## src/rtl/plist_pkg.sv

```systemverilog
package plist_pkg;
  localparam int ENTRY_BYTES = 8;
  localparam int LEN_WORD_OFS = 4;

  typedef enum logic [2:0] {
    ST_IDLE,
    ST_DSC_A_REQ,
    ST_DSC_A_WAIT,
    ST_DSC_L_REQ,
    ST_DSC_L_WAIT,
    ST_DAT_REQ,
    ST_DAT_WAIT,
    ST_HALT
  } seq_state_e;
endpackage

```

## src/rtl/plist_ptr_step.sv

```systemverilog
module plist_ptr_step #(
  parameter int PTR_W = 6
) (
  input  logic [PTR_W-1:0] cur_ptr,
  input  logic [PTR_W-1:0] last_ptr,
  output logic [PTR_W-1:0] nxt_ptr
);
  import plist_pkg::*;

  always_comb begin
    if (cur_ptr == last_ptr) nxt_ptr = '0;
    else                     nxt_ptr = cur_ptr + PTR_W'(ENTRY_BYTES);
  end
endmodule

```

## src/rtl/plist_pos_step.sv

```systemverilog
module plist_pos_step #(
  parameter int POS_W      = 16,
  parameter int WORD_BYTES = 4
) (
  input  logic [POS_W-1:0] pos,
  input  logic [POS_W-1:0] per_len,
  input  logic [POS_W-1:0] end_pos,
  input  logic             end_en,
  output logic [POS_W-1:0] pos_nxt,
  output logic             period_done,
  output logic             halt_hit
);
  logic [POS_W:0] pos_inc;

  always_comb begin
    pos_inc     = {1'b0, pos} + (POS_W+1)'(WORD_BYTES);
    period_done = (pos_inc == {1'b0, per_len});
    halt_hit    = end_en && (pos_inc[POS_W-1:0] == end_pos);
    pos_nxt     = period_done ? '0 : pos_inc[POS_W-1:0];
  end
endmodule

```

## src/rtl/plist_irq_flag.sv

```systemverilog
module plist_irq_flag (
  input  logic clk,
  input  logic rst_n,
  input  logic set_i,
  input  logic clr_i,
  output logic pend_o
);
  logic pend_d;

  always_comb begin
    pend_d = pend_o;
    if (clr_i) pend_d = 1'b0;
    if (set_i) pend_d = 1'b1;
  end

  always_ff @(posedge clk or negedge rst_n) begin
    if (!rst_n) pend_o <= 1'b0;
    else        pend_o <= pend_d;
  end
endmodule

```

## src/rtl/plist_dma_seq.sv

```systemverilog
module plist_dma_seq #(
  parameter int CH_ID = 0,
  parameter int AW    = 32,
  parameter int DW    = 32,
  parameter int PTR_W = 6,
  parameter int POS_W = 16
) (
  input  logic             clk,
  input  logic             rst_n,
  input  logic [31:0]      ctrl_word,
  input  logic [AW-1:0]    list_base,
  input  logic [31:0]      list_size_word,
  input  logic [31:0]      end_word,
  input  logic             irq_clr,
  output logic             mem_rd_req,
  output logic [AW-1:0]    mem_rd_addr,
  input  logic             mem_rd_valid,
  input  logic [DW-1:0]    mem_rd_data,
  input  logic             fifo_full,
  output logic             fifo_wr,
  output logic [DW-1:0]    fifo_data,
  output logic [PTR_W-1:0] list_ptr,
  output logic [POS_W-1:0] period_pos,
  output logic             irq_pending
);
  import plist_pkg::*;

  localparam int WORD_BYTES = DW / 8;
  localparam int LSZ_LSB    = 16;

  seq_state_e       st, st_d;
  logic [AW-1:0]    buf_addr;
  logic [POS_W-1:0] per_len;
  logic             ld_buf, ld_len, adv;
  logic             run;
  logic             dat_phase;
  logic [PTR_W-1:0] ptr_nxt;
  logic [POS_W-1:0] pos_nxt;
  logic             period_done, halt_hit;
  logic             unused_bits;

  assign run         = ctrl_word[CH_ID];
  assign dat_phase   = (st == ST_DAT_REQ);
  assign unused_bits = ^{ctrl_word, list_size_word, end_word, mem_rd_data};

  plist_ptr_step #(.PTR_W(PTR_W)) u_ptr (
    .cur_ptr  (list_ptr),
    .last_ptr (list_size_word[LSZ_LSB +: PTR_W]),
    .nxt_ptr  (ptr_nxt)
  );

  plist_pos_step #(.POS_W(POS_W), .WORD_BYTES(WORD_BYTES)) u_pos (
    .pos         (period_pos),
    .per_len     (per_len),
    .end_pos     (end_word[POS_W-1:0]),
    .end_en      (end_word[POS_W]),
    .pos_nxt     (pos_nxt),
    .period_done (period_done),
    .halt_hit    (halt_hit)
  );

  plist_irq_flag u_irq (
    .clk    (clk),
    .rst_n  (rst_n),
    .set_i  (adv && period_done),
    .clr_i  (irq_clr),
    .pend_o (irq_pending)
  );

  // next-state and read-port decode
  always_comb begin
    st_d        = st;
    mem_rd_req  = 1'b0;
    mem_rd_addr = '0;
    ld_buf      = 1'b0;
    ld_len      = 1'b0;
    adv         = 1'b0;
    unique case (st)
      ST_IDLE: if (run) st_d = ST_DSC_A_REQ;
      ST_DSC_A_REQ: begin
        if (!run) st_d = ST_IDLE;
        else begin
          mem_rd_req  = 1'b1;
          mem_rd_addr = list_base + AW'(list_ptr);
          st_d        = ST_DSC_A_WAIT;
        end
      end
      ST_DSC_A_WAIT: if (mem_rd_valid) begin
        ld_buf = 1'b1;
        st_d   = ST_DSC_L_REQ;
      end
      ST_DSC_L_REQ: begin
        if (!run) st_d = ST_IDLE;
        else begin
          mem_rd_req  = 1'b1;
          mem_rd_addr = list_base + AW'(list_ptr) + AW'(LEN_WORD_OFS);
          st_d        = ST_DSC_L_WAIT;
        end
      end
      ST_DSC_L_WAIT: if (mem_rd_valid) begin
        ld_len = 1'b1;
        st_d   = ST_DAT_REQ;
      end
      ST_DAT_REQ: begin
        if (!run) st_d = ST_IDLE;
        else if (!fifo_full) begin
          mem_rd_req  = 1'b1;
          mem_rd_addr = buf_addr + AW'(period_pos);
          st_d        = ST_DAT_WAIT;
        end
      end
      ST_DAT_WAIT: if (mem_rd_valid) begin
        adv = 1'b1;
        if (halt_hit)         st_d = ST_HALT;
        else if (period_done) st_d = ST_DSC_A_REQ;
        else                  st_d = ST_DAT_REQ;
      end
      ST_HALT: if (!run) st_d = ST_IDLE;
      default: st_d = ST_IDLE;
    endcase
  end

  assign fifo_wr   = (st == ST_DAT_WAIT) && mem_rd_valid;
  assign fifo_data = mem_rd_data;

  // registers with explicit enables
  always_ff @(posedge clk or negedge rst_n) begin
    if (!rst_n) begin
      st         <= ST_IDLE;
      buf_addr   <= '0;
      per_len    <= '0;
      list_ptr   <= '0;
      period_pos <= '0;
    end else begin
      st <= st_d;
      if (ld_buf) buf_addr <= mem_rd_data[AW-1:0];
      if (ld_len) per_len  <= mem_rd_data[DW-1 -: POS_W];
      if (adv) period_pos  <= pos_nxt;
      if (adv && period_done) list_ptr <= ptr_nxt;
    end
  end
endmodule

```

## config.mk

```make
export PLATFORM = sky130hd
export DESIGN_NAME = plist_dma_seq
export DESIGN_NICKNAME = d
export VERILOG_FILES = /design/src/rtl/plist_pkg.sv /design/src/rtl/plist_ptr_step.sv /design/src/rtl/plist_pos_step.sv /design/src/rtl/plist_irq_flag.sv /design/src/rtl/plist_dma_seq.sv
export SDC_FILE = /design/constraint.sdc
export NUM_CORES = 1
export LEC_CHECK = 0
export BUFFER_PORTS_ARGS = -buffer_cell sky130_fd_sc_hd__clkbuf_2
export CORE_UTILIZATION = 50
export CTS_CLUSTER_SIZE = 20
export DETAILED_ROUTE_END_ITERATION = 8
export HOLD_SLACK_MARGIN = 0.1
export PLACE_DENSITY = 0.85
export SLEW_MARGIN = 20
export SYNTH_ARGS = -nofsm -noshare
export SYNTH_HDL_FRONTEND = slang
export SYNTH_SLANG_ARGS = --single-unit
export TNS_END_PERCENT = 50
```

## constraint.sdc

```tcl
create_clock -name clk -period 3.8 [get_ports clk]
set_clock_uncertainty 0.15 [all_clocks]
set_input_delay 0.19 -clock clk [delete_from_list [all_inputs] [get_ports clk]]
set_output_delay 0.19 -clock clk [all_outputs]
set_load 0.1 [all_outputs]
```

==> impl_metrics.py, run 1 <==
metrics = {
    "outcome": {
        "status": "completed",
    },
    "clock_network": {
        "clock_path_buffers": 2,
        "clk_latency_ns": 0.34,
        "numCtsBuffers": 9,
        "cts_tree": "built",
        "clock_sinks": 69,
        "clockRootBuffer": "clkbuf_16",
        "htree_levels": 3,
        "path_clk_slew_ns": 0.05,
    },
    "synthesis": {
        "synthTopCellsByCount": "dfrtp_1, xnor2_1, nand2_1",
        "synth.area.top_cells": "dfrtp_1, mux2_2, xnor2_1",
        "synthArstFlopShare": 1.000,
        "synth.avg_cell_area_um2": 8.778,
        "synthDistinctLibCells": 66,
        "syn_inst": 701,
        "synth-seq-cells": 69,
        "yosysTopAreaCellShare": 0.2806,
        "synth_edf_count": 0,
        "netlist_area_mm2": 0.006153,
        "synth_top_flop_cell": "dfrtp_1",
        "synth_most_common_cell": "dfrtp_1",
        "ys_warn_count": 0,
        "yosysTopAreaCell": "dfrtp_1",
        "yosysSeqAreaShare": 0.2806,
    },
    "timing": {
        "setup_viol": 0,
        "finalHoldViolations": 0,
        "relSlewSlack": 0.4129,
        "hold_ws_ns": 0.1570,
        "fmax_mhz": 263.5,
        "tightest_slew_ns": 0.8783,
        "period_share": 0.9989,
        "finalMaxSlewViolations": 0,
        "rsz0062_at_grt": "yes",
        "period_minus_slack_ns": 3.796,
    },
    "route": {
        "vias_per_cell": 6.237,
        "wl_per_cell_um": 19.49,
        "drtIter0Drc": 710,
        "wl_um": 20290,
        "wl_met1_um": 8016,
        "met2_length_um": 9685,
        "maxUsedRoutingLayer": "met4",
        "dr_wl_met3_um": 1659,
        "detail-route-antenna-nets": 0,
        "route.vias.total": 6493,
        "dr.pass1.iters": 5,
        "drc": 0,
    },
    "critical_path": {
        "critPathCapture": "mem_rd_addr[30]",
        "critPathRequiredTime_ns": 3.46,
        "crit_path_max_fanout": 6,
        "rr_endpoint": "period_pos[2]",
        "rr_worst_depth": 9,
        "r2r_slack_ns": 0.23,
        "worstSetupPathType": "flop to primary output",
        "startpoint": "list_ptr[5]",
        "start_kind": "flop",
        "worst_setup_path_end_kind": "primary output",
        "cp.arrival_ns": 3.46,
        "rr_startpoint": "period_pos[2]",
    },
    "worst_hold_path": {
        "hold_path_class": "input pin to flop",
    },
    "cells_and_area": {
        "num-nets-final": 1075,
        "drive_gt1_frac": 0.3691,
        "fillers": 887,
        "areaGrowthSynthToFinish_pct": 35.05,
        "num_antenna_cells": 0,
    },
    "placed_design": {
        "dp_hpwl_um": 14820,
        "io_buffers": 176,
        "place_congestion": 0.9296,
    },
    "floorplanning": {
        "ios": 254,
        "die-area_mm2": 0.01275,
        "num_rows": 40,
        "fp.dieH_um": 112.9,
        "die_w_um": 112.9,
        "coreArea_mm2": 0.01201,
        "start_util": 0.5123,
    },
    "global_routing": {
        "grt_max_degree": 49,
        "grt_pass1_vias": 6186,
        "antenna_found_initial": 0,
        "grt_pass1_wl_um": 31860,
        "grt_usage": 0.3215,
        "grt_overflow_total": 0,
    },
    "power_and_ir_drop": {
        "p_leak_nw": 3.567,
        "ir_drop_mv": 0.3273,
        "powerDensity_mw_per_mm2": 587.5,
        "p_total_w": 0.004882,
    },
    "flow_run": {
        "cap_violations": 0,
    },
}
## worst max-delay path: stages, from the launching register on
cell     delay [ns]
dfrtp_4        0.49
ha_4           0.29
o21ai_4        0.06
or4_4          0.53
or3_1          0.33
a221o_2        0.43
nor3_4         0.24
nand4_1        0.19
xnor2_2        0.20
o22ai_4        0.14
buf_12         0.20
## cells in the final DEF, fill, tap and decap left out, drive strengths merged, types with 7 or more instances in the layout
| cell type | n |
|---|---|
| nand3 | 33 |
| buf | 53 |
| clkbuf | 166 |
| a22o | 8 |
| nor2 | 32 |
| mux2 | 50 |
| xor2 | 47 |
| nand2 | 56 |
| nor3 | 26 |
| a21o | 9 |
| and3 | 13 |
| xnor2 | 60 |
| inv | 12 |
| dlygate4sd3 | 35 |
| dfrtp | 69 |
| and2 | 7 |
| and4 | 8 |
| nand4 | 19 |
| a21oi | 12 |
| o22ai | 25 |
| ha | 20 |
| o21ai | 41 |
## power by group
part / internal [W] / leakage [nW] / switching [W]
Clock: 0.000501 / 0.138 / 0.000320
Sequential: 0.00102 / 0.846 / 0.000365
Combinational: 0.000963 / 2.58 / 0.00171
## metal layers
metal  vias to the layer above  GRT usage
met1                      3121     0.4025
met4                         0     0.1640
met2                       395     0.5300
li1                       2901          -
met3                        76    0.06320
met5                         -          0
## per-stage QoR
stage	area (um^2)	util	cells	worst slack, ns	TNS [ns]
after floorplan	6422	-	705	-0.4317	-1.567
final	8310	0.6919	1041	0.004365	0
after detailed placement	7557	0.6292	987	0.1811	0
after global routing	8310	0.6919	1041	-0.08056	-0.5298
after CTS	8238	0.6858	1040	-0.04667	-0.08803
after global placement	7557	0.6292	987	0.1950	0
## logic make-up after synthesis
kind of cell | synth area share
other | 0.0006094
xor gates and xnor gates | 0.1596
muxes | 0.09638
adders and majority gates | 0.04229
AOI/OAI and AO/OA | 0.1462
DFF | 0.2806
buffers and inverters | 0.07503
and+or+nand+nor | 0.1993
## area by class of cell
type                       count  area [um^2]  share of cell area
multi-input combinational    553         4322              0.5200
clock inverter                 5        52.55            0.006323
sequential                    69         1745              0.2100
tap                          147        183.9             0.02213
timing repair buffer         244         1729              0.2081
clock buffer                  10        229.0             0.02755
inverter                      13        48.80            0.005872
## flip-flops by register name, indices dropped and copies added, names as in the netlist
signal and count:
buf_addr 32, per_len 16, period_pos 14, list_ptr 3
st 3, u_irq.pend_o 1
## how the worst min path moves through the flow
stage | start | endpoint | cells after the start
finish | list_size_word[17] | list_ptr[4] | 5
detailed placement | rst_n | period_pos[8] | 1
global route | list_size_word[17] | list_ptr[4] | 5
floorplan | rst_n | buf_addr[0] | 0
CTS | list_size_word[18] | list_ptr[4] | 5
global placement | rst_n | period_pos[2] | 1
## what timing repair did
item	CTS	global route
setup endpoints to repair	10	12
pin swaps	7	2
hold endpoints to repair	97	0
resized for setup	4	11
setup buffers	3	1
hold buffers	35	0
Note: power is estimated with default switching activity, not from simulation.
==> run 2, diff against run 1 <==
Settings changed: BUFFER_PORTS_ARGS -buffer_cell sky130_fd_sc_hd__clkbuf_2 to -buffer_cell sky130_fd_sc_hd__buf_4.
==> impl_metrics.py, run 2 (same netlist as run 1, synthesis figures left out) <==
metrics = {
    "timing": {
        "setup_viol": 0,
        "rsz0062_at_grt": "yes",
        "finalHoldViolations": 0,
        "fmax_mhz": 264.3,
        "layout_setup_ws_ns": 0.01639,
        "period_minus_slack_ns": 3.784,
        "finalMaxSlewViolations": 0,
        "tightest_slew_ns": 0.8869,
        "fin_tns_setup_ns": 0,
        "relSlewSlack": 0.4087,
        "period_share": 0.9957,
    },
    "floorplanning": {
        "die_w_um": 112.9,
        "die-area_mm2": 0.01275,
        "start_util": 0.5123,
        "coreArea_mm2": 0.01201,
        "fp.dieH_um": 112.9,
        "ios": 254,
        "num_rows": 40,
    },
    "placed_design": {
        "dp_cells": 990,
        "dp_hpwl_um": 14870,
        "place_congestion": 0.9333,
        "post-place-ws_ns": 0.1964,
        "io_buffers": 176,
    },
    "global_routing": {
        "grt_pass1_wl_um": 32640,
        "antenna_found_initial": 0,
        "met3_usage": 0.06106,
        "grt_max_degree": 70,
        "grt_util_met2": 0.5547,
        "grt_overflow_total": 0,
        "grt_pass1_vias": 6253,
        "grt_usage": 0.3282,
        "grtUsageMet1": 0.4197,
        "top_usage_layer": "met2",
    },
    "flow_run": {
        "cap_violations": 0,
    },
    "cells_and_area": {
        "final_cell_mix": "buf_4, dfrtp_1, xnor2_1",
        "reg.largest.list": "buf_addr: 32 flops, per_len: 16 flops, period_pos: 14 flops",
        "final_cell_count_no_fill": 1054,
        "layout_commonest_cell": "buf_4",
        "drive_gt1_frac": 0.3815,
        "areaGrowthSynthToFinish_pct": 43.17,
        "largest_reg_flops": 32,
        "fin_util": 0.7334,
        "top_register": "buf_addr",
        "num-nets-final": 1087,
        "num_antenna_cells": 0,
    },
    "worst_hold_path": {
        "holdPathStages": 4,
        "hold_path_class": "input pin to flop",
        "hold_start": "end_word[14]",
        "min_to": "st[2]",
    },
    "clock_network": {
        "path_clk_slew_ns": 0.05,
        "clock_path_buffers": 2,
        "clockRootBuffer": "clkbuf_16",
        "htree_levels": 3,
        "numCtsBuffers": 9,
        "cts_tree": "built",
        "clock_sinks": 69,
        "clk_latency_ns": 0.34,
    },
    "power_and_ir_drop": {
        "powerDensity_mw_per_mm2": 584.7,
        "p_leak_nw": 3.747,
        "p_total_w": 0.005151,
        "ir_drop_mv": 0.4393,
    },
    "route": {
        "vias_per_cell": 6.197,
        "drtIter0Drc": 661,
        "detail-route-antenna-nets": 0,
        "wl_per_cell_um": 19.99,
        "drc": 0,
        "dr.pass1.iters": 6,
        "wl_um": 21070,
        "route.vias.total": 6532,
    },
    "critical_path": {
        "worst_setup_path_end_kind": "primary output",
        "slowest_delay_ns": 0.52,
        "rr_endpoint": "period_pos[14]",
        "r2r_slack_ns": 0.18,
        "start_kind": "flop",
        "worstSetupPathType": "flop to primary output",
        "rr_worst_depth": 11,
        "crit_path_max_fanout": 5,
        "cp.arrival_ns": 3.44,
        "critPathRequiredTime_ns": 3.46,
        "cp_slowest_cell": "or4_4",
        "rr_startpoint": "period_pos[2]",
        "crit_chain": "ha_4 > o21ai_4 > or4_4 > or3_4 > a221o_2 > nor3_4 > nand4_1 > xnor2_2 > o22ai_4 > buf_12",
    },
    "outcome": {
        "status": "completed",
    },
}
[run 2: how the worst max path moves through the flow]
| stage | cells after the start | to | startpoint |
|---|---|---|---|
| floorplan | 5 | mem_rd_addr[8] | period_pos[3] |
| global placement | 10 | mem_rd_addr[22] | list_ptr[4] |
| detailed placement | 10 | mem_rd_addr[30] | list_ptr[4] |
| CTS | 10 | mem_rd_addr[30] | list_ptr[5] |
| global route | 10 | mem_rd_addr[30] | list_ptr[3] |
| finish | 10 | mem_rd_addr[26] | list_ptr[5] |
[run 2: layout make-up]
type	instances	area, um^2
Clock buffer	11	252.7
Clock inverter	5	106.4
Fill cell	818	3202
Inverter	13	48.80
Multi-Input combinational cell	553	4335
Sequential cell	69	1745
Tap cell	147	183.9
Timing Repair Buffer	256	2137
[run 2: where the power goes]
| part | switching [W] | internal, W | leakage, nW | total (W) |
|---|---|---|---|---|
| combinational | 0.00175 | 0.00102 | 2.73 | 0.00277 |
| sequential | 0.000354 | 0.00102 | 0.846 | 0.00138 |
| clock | 0.000324 | 0.000678 | 0.172 | 0.00100 |
[run 2: what timing repair did]
action                                  in CTS  in global routing
buffers inserted                             3                 10
endpoints found under the hold margin      119                  0
endpoints found under the setup margin      10                 13
pin swaps                                    7                  6
gates resized for setup                     20                 29
hold buffers                                35                  0
[run 2: worst max-delay path: cells and delay by family, from the launching register on]
family	cells	cell delay [ns]
AOI/OAI and AO/OA	3	0.63
xor gates and xnor gates	1	0.20
buffers and inverters	1	0.20
and+or+nand+nor	4	1.30
adders and majority gates	1	0.29
DFF	1	0.49
[run 2: metal layers]
metal	vias to the layer above	wire length, um
met2	431	10250
met5	-	0
met1	3118	8332
met4	0	690
met3	66	1791
li1	2917	-
[run 2: through the flow]
step | instance area (um^2) | hold WS, ns
floorplan | 6422 | -0.2556
global placement | 7772 | 0.2065
detailed placement | 7772 | 0.2094
CTS | 8600 | 0.1426
global route | 8810 | 0.1893
finish | 8810 | 0.1649
